File: src/rtl/ata_bringup_pkg.sv
package ata_bringup_pkg;

  localparam logic [3:0] TF_DATA     = 4'h0;
  localparam logic [3:0] TF_SECCNT   = 4'h2;
  localparam logic [3:0] TF_SECNUM   = 4'h3;
  localparam logic [3:0] TF_CYL_LO   = 4'h4;
  localparam logic [3:0] TF_CYL_HI   = 4'h5;
  localparam logic [3:0] TF_DEVSEL   = 4'h6;
  localparam logic [3:0] TF_STAT_CMD = 4'h7;
  localparam logic [3:0] TF_DEVCTL   = 4'hE;

  localparam logic [7:0] CMD_IDENT    = 8'hEC;
  localparam logic [7:0] CMD_SET_MULT = 8'hC6;
  localparam logic [7:0] DCTL_RESET   = 8'h06;
  localparam logic [7:0] DCTL_RUN     = 8'h02;

  localparam int ST_BSY = 7;
  localparam int ST_DRQ = 3;
  localparam int ST_ERR = 0;

  localparam int W_CYL    = 1;
  localparam int W_HEADS  = 3;
  localparam int W_SPT    = 6;
  localparam int W_MULT   = 47;
  localparam int W_CAPS   = 49;
  localparam int W_LBA28  = 60;
  localparam int W_CMDSET = 83;
  localparam int W_LBA48  = 100;

  localparam int B_LBA28_EN = 9;
  localparam int B_LBA48_EN = 10;

  typedef enum logic [1:0] {
    CAP_CHS   = 2'd0,
    CAP_LBA28 = 2'd1,
    CAP_LBA48 = 2'd2
  } cap_e;

  typedef enum logic [1:0] {
    PK_PRE_RST,
    PK_PRE_ID,
    PK_DRQ,
    PK_MULT
  } poll_kind_e;

  typedef enum logic [4:0] {
    S_IDLE,
    S_DEVSEL,
    S_POLL_RD,
    S_POLL_WAIT,
    S_RST_ON,
    S_RST_OFF,
    S_SIG_SC,
    S_SIG_SN,
    S_SIG_CL,
    S_SIG_CH,
    S_SIG_ST,
    S_ID_CMD,
    S_ID_WORDS,
    S_MUL_CNT,
    S_MUL_CMD,
    S_DONE,
    S_FAIL
  } seq_state_e;

endpackage

File: src/rtl/ata_poll_timer.sv
module ata_poll_timer #(
  parameter int POLL_INTERVAL = 50000,
  parameter int MAX_POLLS     = 5000
) (
  input  logic clk_i,
  input  logic rst_ni,
  input  logic clr_i,
  input  logic retry_i,
  output logic last_o,
  output logic expired_o
);
  localparam int ATT_W = (MAX_POLLS > 2) ? $clog2(MAX_POLLS) : 1;
  localparam int IVL_W = $clog2(POLL_INTERVAL + 1);

  logic [ATT_W-1:0] att_q;
  logic [IVL_W-1:0] ivl_q;

  always_ff @(posedge clk_i or negedge rst_ni) begin
    if (!rst_ni)      att_q <= '0;
    else if (clr_i)   att_q <= '0;
    else if (retry_i) att_q <= att_q + 1'b1;
  end

  // interval counts down while the sequencer waits between status reads
  always_ff @(posedge clk_i or negedge rst_ni) begin
    if (!rst_ni)            ivl_q <= '0;
    else if (retry_i)       ivl_q <= IVL_W'(POLL_INTERVAL - 1);
    else if (ivl_q != '0)   ivl_q <= ivl_q - 1'b1;
  end

  assign last_o    = (att_q == ATT_W'(MAX_POLLS - 1));
  assign expired_o = (ivl_q == '0);

endmodule

File: src/rtl/ata_ident_capture.sv
module ata_ident_capture
  import ata_bringup_pkg::*;
#(
  parameter int IDX_W = 8
) (
  input  logic             clk_i,
  input  logic             rst_ni,
  input  logic             clr_i,
  input  logic             vld_i,
  input  logic [IDX_W-1:0] idx_i,
  input  logic [15:0]      word_i,
  output logic [1:0]       cap_o,
  output logic [47:0]      sectors_o,
  output logic [15:0]      cyl_o,
  output logic [15:0]      heads_o,
  output logic [15:0]      spt_o,
  output logic [7:0]       mult_raw_o
);
  localparam int N48 = 3;
  localparam int N28 = 2;

  logic [15:0] cyl_q, heads_q, spt_q;
  logic [7:0]  mult_q;
  logic        lba28_en_q, lba48_en_q;
  logic [16*N48-1:0] l48_cat;
  logic [16*N28-1:0] l28_cat;

  function automatic logic hit(input logic [IDX_W-1:0] idx, input int w);
    return idx == IDX_W'(w);
  endfunction

  always_ff @(posedge clk_i or negedge rst_ni) begin
    if (!rst_ni) begin
      cyl_q <= '0; heads_q <= '0; spt_q <= '0; mult_q <= '0;
      lba28_en_q <= 1'b0; lba48_en_q <= 1'b0;
    end else if (clr_i) begin
      cyl_q <= '0; heads_q <= '0; spt_q <= '0; mult_q <= '0;
      lba28_en_q <= 1'b0; lba48_en_q <= 1'b0;
    end else if (vld_i) begin
      if (hit(idx_i, W_CYL))    cyl_q      <= word_i;
      if (hit(idx_i, W_HEADS))  heads_q    <= word_i;
      if (hit(idx_i, W_SPT))    spt_q      <= word_i;
      if (hit(idx_i, W_MULT))   mult_q     <= word_i[7:0];
      if (hit(idx_i, W_CAPS))   lba28_en_q <= word_i[B_LBA28_EN];
      if (hit(idx_i, W_CMDSET)) lba48_en_q <= word_i[B_LBA48_EN];
    end
  end

  for (genvar k = 0; k < N48; k++) begin : g_l48
    logic [15:0] w_q;
    always_ff @(posedge clk_i or negedge rst_ni) begin
      if (!rst_ni)                               w_q <= '0;
      else if (clr_i)                            w_q <= '0;
      else if (vld_i && hit(idx_i, W_LBA48 + k)) w_q <= word_i;
    end
    assign l48_cat[16*k +: 16] = w_q;
  end

  for (genvar k = 0; k < N28; k++) begin : g_l28
    logic [15:0] w_q;
    always_ff @(posedge clk_i or negedge rst_ni) begin
      if (!rst_ni)                               w_q <= '0;
      else if (clr_i)                            w_q <= '0;
      else if (vld_i && hit(idx_i, W_LBA28 + k)) w_q <= word_i;
    end
    assign l28_cat[16*k +: 16] = w_q;
  end

  always_comb begin
    if (lba48_en_q)      cap_o = CAP_LBA48;
    else if (lba28_en_q) cap_o = CAP_LBA28;
    else                 cap_o = CAP_CHS;
  end

  assign sectors_o  = lba48_en_q ? l48_cat : {16'h0000, l28_cat};
  assign cyl_o      = lba48_en_q ? 16'h0000 : cyl_q;
  assign heads_o    = lba48_en_q ? 16'h0000 : heads_q;
  assign spt_o      = lba48_en_q ? 16'h0000 : spt_q;
  assign mult_raw_o = mult_q;

endmodule

File: src/rtl/ata_bringup_seq.sv
module ata_bringup_seq
  import ata_bringup_pkg::*;
#(
  parameter int POLL_INTERVAL = 50000,
  parameter int MAX_POLLS     = 5000,
  parameter int ID_WORDS      = 256
) (
  input  logic        clk_i,
  input  logic        rst_ni,
  input  logic        start_i,
  output logic        tf_req_o,
  output logic        tf_we_o,
  output logic        tf_wide_o,
  output logic [3:0]  tf_addr_o,
  output logic [15:0] tf_wdata_o,
  input  logic        tf_ack_i,
  input  logic [15:0] tf_rdata_i,
  output logic        ready_o,
  output logic        fail_o,
  output logic [1:0]  cap_o,
  output logic [47:0] sectors_o,
  output logic [15:0] cyl_o,
  output logic [15:0] heads_o,
  output logic [15:0] spt_o,
  output logic [7:0]  mult_o
);
  localparam int IDX_W = $clog2(ID_WORDS);

  seq_state_e       state_q, state_d;
  poll_kind_e       kind_q, kind_d;
  logic [IDX_W-1:0] idx_q, idx_d;
  logic [7:0]       mult_q, mult_d;
  logic             poll_clr, retry, cap_clr, word_vld;
  logic             last_try, ivl_done;
  logic [7:0]       st, mult_raw;

  assign st = tf_rdata_i[7:0];

  ata_poll_timer #(
    .POLL_INTERVAL(POLL_INTERVAL),
    .MAX_POLLS    (MAX_POLLS)
  ) u_timer (
    .clk_i    (clk_i),
    .rst_ni   (rst_ni),
    .clr_i    (poll_clr),
    .retry_i  (retry),
    .last_o   (last_try),
    .expired_o(ivl_done)
  );

  ata_ident_capture #(
    .IDX_W(IDX_W)
  ) u_cap (
    .clk_i     (clk_i),
    .rst_ni    (rst_ni),
    .clr_i     (cap_clr),
    .vld_i     (word_vld),
    .idx_i     (idx_q),
    .word_i    (tf_rdata_i),
    .cap_o     (cap_o),
    .sectors_o (sectors_o),
    .cyl_o     (cyl_o),
    .heads_o   (heads_o),
    .spt_o     (spt_o),
    .mult_raw_o(mult_raw)
  );

  assign word_vld = (state_q == S_ID_WORDS) && tf_ack_i;

  always_comb begin
    state_d  = state_q;
    kind_d   = kind_q;
    idx_d    = idx_q;
    mult_d   = mult_q;
    poll_clr = 1'b0;
    retry    = 1'b0;
    cap_clr  = 1'b0;
    unique case (state_q)
      S_IDLE, S_DONE, S_FAIL: begin
        if (start_i) begin
          state_d = S_DEVSEL;
          mult_d  = '0;
          cap_clr = 1'b1;
        end
      end
      S_DEVSEL: if (tf_ack_i) begin
        state_d  = S_POLL_RD;
        kind_d   = PK_PRE_RST;
        poll_clr = 1'b1;
      end
      S_POLL_RD: if (tf_ack_i) begin
        if (st[ST_BSY] && !last_try) begin
          state_d = S_POLL_WAIT;
          retry   = 1'b1;
        end else begin
          unique case (kind_q)
            PK_PRE_RST: state_d = st[ST_BSY] ? S_FAIL : S_RST_ON;
            PK_PRE_ID:  state_d = st[ST_BSY] ? S_FAIL : S_ID_CMD;
            PK_DRQ: begin
              state_d = st[ST_DRQ] ? S_ID_WORDS : S_FAIL;
              idx_d   = '0;
            end
            PK_MULT: begin
              // count is kept only when the drive reports no error
              mult_d  = st[ST_ERR] ? 8'd1 : mult_raw;
              state_d = S_DONE;
            end
            default: state_d = S_FAIL;
          endcase
        end
      end
      S_POLL_WAIT: if (ivl_done) state_d = S_POLL_RD;
      S_RST_ON:    if (tf_ack_i) state_d = S_RST_OFF;
      S_RST_OFF:   if (tf_ack_i) state_d = S_SIG_SC;
      S_SIG_SC:    if (tf_ack_i) state_d = (st == 8'h01) ? S_SIG_SN : S_FAIL;
      S_SIG_SN:    if (tf_ack_i) state_d = (st == 8'h01) ? S_SIG_CL : S_FAIL;
      S_SIG_CL:    if (tf_ack_i) state_d = (st == 8'h00) ? S_SIG_CH : S_FAIL;
      S_SIG_CH:    if (tf_ack_i) state_d = (st == 8'h00) ? S_SIG_ST : S_FAIL;
      S_SIG_ST: if (tf_ack_i) begin
        if (st != 8'h00) begin
          state_d  = S_POLL_RD;
          kind_d   = PK_PRE_ID;
          poll_clr = 1'b1;
        end else begin
          state_d = S_FAIL;
        end
      end
      S_ID_CMD: if (tf_ack_i) begin
        state_d  = S_POLL_RD;
        kind_d   = PK_DRQ;
        poll_clr = 1'b1;
      end
      S_ID_WORDS: if (tf_ack_i) begin
        idx_d = idx_q + 1'b1;
        if (idx_q == IDX_W'(ID_WORDS - 1)) begin
          if (mult_raw != 8'h00) begin
            state_d = S_MUL_CNT;
          end else begin
            mult_d  = 8'd1;
            state_d = S_DONE;
          end
        end
      end
      S_MUL_CNT: if (tf_ack_i) state_d = S_MUL_CMD;
      S_MUL_CMD: if (tf_ack_i) begin
        state_d  = S_POLL_RD;
        kind_d   = PK_MULT;
        poll_clr = 1'b1;
      end
      default: state_d = S_FAIL;
    endcase
  end

  always_ff @(posedge clk_i or negedge rst_ni) begin
    if (!rst_ni) begin
      state_q <= S_IDLE;
      kind_q  <= PK_PRE_RST;
      idx_q   <= '0;
      mult_q  <= '0;
    end else begin
      state_q <= state_d;
      kind_q  <= kind_d;
      idx_q   <= idx_d;
      mult_q  <= mult_d;
    end
  end

  // access decode: every request comes straight from the registered state
  always_comb begin
    tf_req_o   = 1'b1;
    tf_we_o    = 1'b0;
    tf_wide_o  = 1'b0;
    tf_addr_o  = TF_STAT_CMD;
    tf_wdata_o = '0;
    unique case (state_q)
      S_DEVSEL:   begin tf_we_o = 1'b1; tf_addr_o = TF_DEVSEL; end
      S_POLL_RD:  tf_addr_o = TF_STAT_CMD;
      S_RST_ON:   begin tf_we_o = 1'b1; tf_addr_o = TF_DEVCTL; tf_wdata_o = {8'h00, DCTL_RESET}; end
      S_RST_OFF:  begin tf_we_o = 1'b1; tf_addr_o = TF_DEVCTL; tf_wdata_o = {8'h00, DCTL_RUN}; end
      S_SIG_SC:   tf_addr_o = TF_SECCNT;
      S_SIG_SN:   tf_addr_o = TF_SECNUM;
      S_SIG_CL:   tf_addr_o = TF_CYL_LO;
      S_SIG_CH:   tf_addr_o = TF_CYL_HI;
      S_SIG_ST:   tf_addr_o = TF_STAT_CMD;
      S_ID_CMD:   begin tf_we_o = 1'b1; tf_wdata_o = {8'h00, CMD_IDENT}; end
      S_ID_WORDS: begin tf_wide_o = 1'b1; tf_addr_o = TF_DATA; end
      S_MUL_CNT:  begin tf_we_o = 1'b1; tf_addr_o = TF_SECCNT; tf_wdata_o = {8'h00, mult_raw}; end
      S_MUL_CMD:  begin tf_we_o = 1'b1; tf_wdata_o = {8'h00, CMD_SET_MULT}; end
      default:    tf_req_o = 1'b0;
    endcase
  end

  assign ready_o = (state_q == S_DONE);
  assign fail_o  = (state_q == S_FAIL);
  assign mult_o  = mult_q;

endmodule

File: config.mk
export PLATFORM = sky130hd
export DESIGN_NAME = ata_bringup_seq
export DESIGN_NICKNAME = d
export VERILOG_FILES = /design/src/rtl/ata_bringup_pkg.sv /design/src/rtl/ata_poll_timer.sv /design/src/rtl/ata_ident_capture.sv /design/src/rtl/ata_bringup_seq.sv
export SDC_FILE = /design/constraint.sdc
export NUM_CORES = 1
export LEC_CHECK = 0
export BUFFER_PORTS_ARGS = -buffer_cell sky130_fd_sc_hd__buf_4
export CORE_ASPECT_RATIO = 2
export CORE_MARGIN = 5
export CORE_UTILIZATION = 54
export DETAILED_ROUTE_END_ITERATION = 10
export GPL_TIMING_DRIVEN = 0
export PLACE_DENSITY = 0.74
export SYNTH_ARGS = -nofsm -noshare
export SYNTH_HDL_FRONTEND = slang
export SYNTH_SLANG_ARGS = --single-unit
File: constraint.sdc
create_clock -name clk_i -period 3.11 [get_ports clk_i]
set_input_delay 0.311 -clock clk_i [delete_from_list [all_inputs] [get_ports clk_i]]
set_output_delay 0.311 -clock clk_i [all_outputs]
set_load 0.01 [all_outputs]
==> results.md <==
Cells and area:
- The final-layout fill cell count is 1560.
- In the final layout, the share of cells above drive strength 1 is 23.4%.
- The top cell types in the final layout, fill and taps aside, are 190 x sky130_fd_sc_hd__dfrtp_1, 145 x sky130_fd_sc_hd__buf_4, 145 x sky130_fd_sc_hd__nand2_1, 83 x sky130_fd_sc_hd__mux2_2.
- Measured on the finished design, the core utilization comes to 65.8%.
- From synthesis to final layout, the design area changed by 20.2%.
- Leaving out fill and tap cells, the most frequent cell in the layout is sky130_fd_sc_hd__dfrtp_1.
- The final net count is 1233.
- The antenna cell count is 0.

Route:
- The detailed router's first-iteration violation count is 397.
- The detailed-route wire length is 28200 um.
- In the final routed layout, each cell accounts on average for 19.6 um.
- Detailed routing inserted a total of 8198 vias.
- For this run, design rule violations remaining after detail routing come to 0.
- The pre-antenna-repair detailed-routing pass consisted of 6 iterations.
- The vias per cell is 5.71.
- The antenna violation net count after detailed routing is 0.

Floorplanning:
- The initial utilization of the core area, before any placement, comes to 54.7%.
- The die is 106 um wide.
- In this run the vertical extent of the chip is 202 um.
- The die outline area is 0.0214 sq mm.
- The count of pins on the block boundary is 151.
- After floorplanning, the core was divided into 70 placement rows.
- The core footprint is 0.0182 sq mm.

Setup path:
- STA classifies the critical path startpoint as a register.
- In this run the critical register-to-register path is launched from state_q[1].
- The worst setup path is captured at a register.
- On the worst path, the slowest cell contributes a delay of 0.72 ns.
- Measured in cells, the most critical reg-to-reg path has a length of 8.
- In this run the worst path has a maximum fanout of 10.
- The critical path is of the reg2reg type.
- The cell with the largest stage delay on the worst path is sky130_fd_sc_hd__a31oi_1.
- The worst setup path startpoint is state_q[1].
- Counting stages on the worst path, the most repeated cell is sky130_fd_sc_hd__buf_2.
- Data on the critical path arrives at its endpoint at 3.31 ns.
- Data on the critical path is required at its endpoint by 3.43 ns.
- The signal on the critical path passes through clkbuf_1 -> or4_1 -> o21a_1 -> nor2b_1 -> buf_2 -> a31oi_1 -> buf_2 -> mux2_2.

Synthesis:
- In the synthesized netlist, the number of instances is 1042.
- Each instance of the synthesized netlist takes up on average 9.56 sq um.
- The cell area after synthesis is 0.00997 sq mm.
- Synthesis inferred 190 register bits.
- By area, the combinational part of the netlist is dominated by simple AND/OR/NAND/NOR gates.
- The share of the synthesized netlist area taken by xor and xnor gates is 1.76%.
- Yosys mapped a number of flops with a built-in enable equal to 0.
- Yosys mapped the design onto 57 distinct sky130hd cell types.
- Of the total synthesized cell area, the portion taken by AND, OR, NAND and NOR gates is 22.3%.
- The async set-reset flop share out of synthesis is 100%.
- The synthesized netlist devotes 8.21% of its cell area to compound gates.
- The Yosys step of the flow raised 0 warnings.
- The share of synthesized area spent on multiplexers is 14.6%.
- In the synthesized netlist the dominant register cell turns out to be sky130_fd_sc_hd__dfrtp_1.
- The arithmetic-cell share of the synthesized area counting full adders, half adders and majority gates is 0.879%.
- The sequential area share after synthesis is 47.7%.

Global route:
- The initial antenna violation count came to 0.
- The overflow left after global routing is 0.
- The wire length of the first global-routing pass is 45100 um.
- The number of global-route vias before repair is 8368.
- The total global-route track usage is 26.9%.
- Entering global routing, the biggest net connects 101 pins.

Status:
- The run finished with clean final reports.

Clocking:
- The latest clock arrival within the worst-skew pair is 0.44 ns.
- CTS placed an instance of sky130_fd_sc_hd__clkbuf_16 at the clock tree root.
- After clock tree synthesis, the setup repair step added 0 buffers.
- Buffers inserted during clock tree synthesis total 17.
- The depth of the CTS H-tree is 4.
- No sink is reached through more buffers than the 2 on the longest clock path.
- The clock net in this run drives a total of 190 sinks.
- Clock-pin slew was measured on the worst setup and hold paths at 0.08 ns.
- The CTS tree is yes.

Min path:
- The start point of the worst hold path is tf_rdata_i[15].
- The worst hold path passes through 3 cells.
- The worst hold path belongs to the class in2reg.

STA:
- In this run the tightest slew margin relative to its limit is 36.7%.
- The number of pins exceeding their max-slew limit in the final report is 0.
- The final critical path takes up 95.9% of the cycle.
- The worst hold margin is 0.168 ns.
- The count of endpoints failing hold in the final timing report came to 0.
- The top achievable clock speed is 0.335 GHz.
- Setup violations remaining at the end of the flow were counted as 0.
- The worst path in the final design needs a cycle of 2.98 ns, including I/O delays and setup.
- The actual slew at the worst max-slew pin is 0.946 ns.
- Across the routed clock network, the largest skew measured is 0.0114 ns.

Power:
- Power spread over the standard cell area amounts to 425 mW/mm^2.
- The design draws 5.10 mW.
- The maximum vdd ir drop is 374 uV.
- The reported leakage power is 5.98 nW.

Placement:
- Input and output buffers added on the ports amount to 136.
- The congestion estimate from routability-driven global placement came to 0.924.
- The final HPWL from detailed placement is 20900 um.

Flow run:
- Across the run, the number of max-cap violations was 0.
## synth_stat cells, types with 2 or more instances
cell / number / area, sq um
sky130_fd_sc_hd__nor3b_1: 2 / 15.0
sky130_fd_sc_hd__dfrtp_1: 190 / 4750
sky130_fd_sc_hd__buf_2: 11 / 55.1
sky130_fd_sc_hd__nand4_1: 10 / 62.6
sky130_fd_sc_hd__mux2i_1: 52 / 521
sky130_fd_sc_hd__nand2_1: 145 / 544
sky130_fd_sc_hd__o211ai_1: 4 / 30.0
sky130_fd_sc_hd__nand3b_1: 2 / 15.0
sky130_fd_sc_hd__and4_1: 2 / 17.5
sky130_fd_sc_hd__or4_1: 7 / 52.6
sky130_fd_sc_hd__buf_6: 2 / 22.5
sky130_fd_sc_hd__nor4bb_1: 2 / 20.0
sky130_fd_sc_hd__nor3_1: 21 / 105
sky130_fd_sc_hd__and2_1: 23 / 144
sky130_fd_sc_hd__o221ai_1: 2 / 17.5
sky130_fd_sc_hd__or2_2: 2 / 12.5
sky130_fd_sc_hd__buf_1: 2 / 7.51
sky130_fd_sc_hd__o22ai_1: 2 / 12.5
sky130_fd_sc_hd__nor2_1: 79 / 297
sky130_fd_sc_hd__nor4_1: 12 / 75.1
sky130_fd_sc_hd__nor2b_1: 74 / 463
sky130_fd_sc_hd__nor4_2: 2 / 25.0
sky130_fd_sc_hd__xnor2_1: 11 / 96.3
sky130_fd_sc_hd__or3_1: 10 / 62.6
sky130_fd_sc_hd__buf_4: 10 / 75.1
sky130_fd_sc_hd__ha_1: 7 / 87.6
sky130_fd_sc_hd__nor4b_1: 5 / 43.8
sky130_fd_sc_hd__o31ai_1: 8 / 60.1
sky130_fd_sc_hd__and3b_1: 3 / 26.3
sky130_fd_sc_hd__o21ai_0: 34 / 170
sky130_fd_sc_hd__a31oi_1: 5 / 31.3
sky130_fd_sc_hd__clkbuf_1: 55 / 206
sky130_fd_sc_hd__and4b_1: 2 / 20.0
sky130_fd_sc_hd__a221oi_1: 2 / 17.5
sky130_fd_sc_hd__inv_1: 20 / 75.1
sky130_fd_sc_hd__and3_1: 10 / 62.6
sky130_fd_sc_hd__nand2b_1: 3 / 18.8
sky130_fd_sc_hd__xor2_1: 9 / 78.8
sky130_fd_sc_hd__nand3_1: 22 / 110
sky130_fd_sc_hd__a21oi_1: 79 / 395
sky130_fd_sc_hd__mux2_2: 83 / 935
## area by class of cell
class                   count  area, sq um  area share, %
multi-input cells         758         4800           40.0
flip-flops and latches    190         4750           39.7
repair buffers            138         1070           8.90
clock buffers              17          425           3.55
plain buffers              81          374           3.12
well taps                 216          270           2.26
clock inverters            15          220           1.84
inverters                  20         75.1          0.627
## worst max-delay path, delay by kind of cell (launching register included)
family / cells / cell delay (ns)
flops: 1 / 0.32
mux: 1 / 0.37
compound gates: 2 / 0.91
buf+inv: 3 / 0.93
simple gates: 2 / 0.32
## cell families after synthesis
| family | count (synthesis) |
|---|---|
| other | 1 |
| DFF | 190 |
| xor gates and xnor gates | 20 |
| adders and majority gates | 7 |
| buffers and inverters | 101 |
| AOI/OAI and AO/OA | 146 |
| and+or+nand+nor | 442 |
| muxes | 135 |
## path summary, 6_finish.rpt
| kind | slack (ns) | endpoint |
|---|---|---|
| min | 0.17 | u_cap.heads_q[15] |
| max reg2reg | 0.13 | u_cap.g_l48[2].w_q[13] |
| max | 0.13 | u_cap.g_l48[2].w_q[13] |
| min reg2reg | 0.50 | u_cap.g_l48[1].w_q[6] |
| min in group asynchronous | 0.49 | u_cap.g_l28[1].w_q[9] |
| max in group asynchronous | 1.67 | u_cap.g_l48[0].w_q[14] |
## layer usage
layer | track usage [%] | up-vias | share of wire (%)
met2 | 48.2 | 254 | 54
li1 | - | 3883 | -
met3 | 4.44 | 70 | 3.9
met1 | 30.5 | 3991 | 38
met5 | 0 | - | 0
met4 | 13.7 | 0 | 4.9
## through the flow
stage	TNS (ns)	worst slack [ns]	area (sq um)	std cells
6_report	0	0.128	12000	1435
5_1_grt	-0.0522	-0.00973	12000	1435
4_1_cts	0	0.103	12000	1435
3_5_place_dp	0	0.121	11300	1402
3_3_place_gp	0	0.104	11300	1401
2_1_floorplan	0	0.706	9990	1049
## sequential cells by signal (all words and copies together), names as in the netlist
signal            cells
u_cap.spt_q          16
state_q               5
u_timer.att_q        13
u_cap.g_l48.w_q      48
kind_q                2
u_cap.mult_raw_o      8
u_cap.cyl_q          16
u_cap.heads_q        16
u_cap.lba28_en_q      1
idx_q                 8
mult_o                8
u_timer.ivl_q        16
u_cap.lba48_en_q      1
u_cap.g_l28.w_q      32
## power breakdown
| group | switching (mW) | internal [mW] | total [mW] |
|---|---|---|---|
| clock | 1.02 | 1.37 | 2.40 |
| sequential | 0.0108 | 2.49 | 2.50 |
| combinational | 0.131 | 0.0665 | 0.197 |
## timing repair
action / 4_1_cts / 5_1_grt
setup endpoints to repair: 1 / 2
endpoints found under the hold margin: 90 / 0
hold buffers: 1 / 0
gates resized for setup: 1 / 3
(Power assumes the default switching activity.)
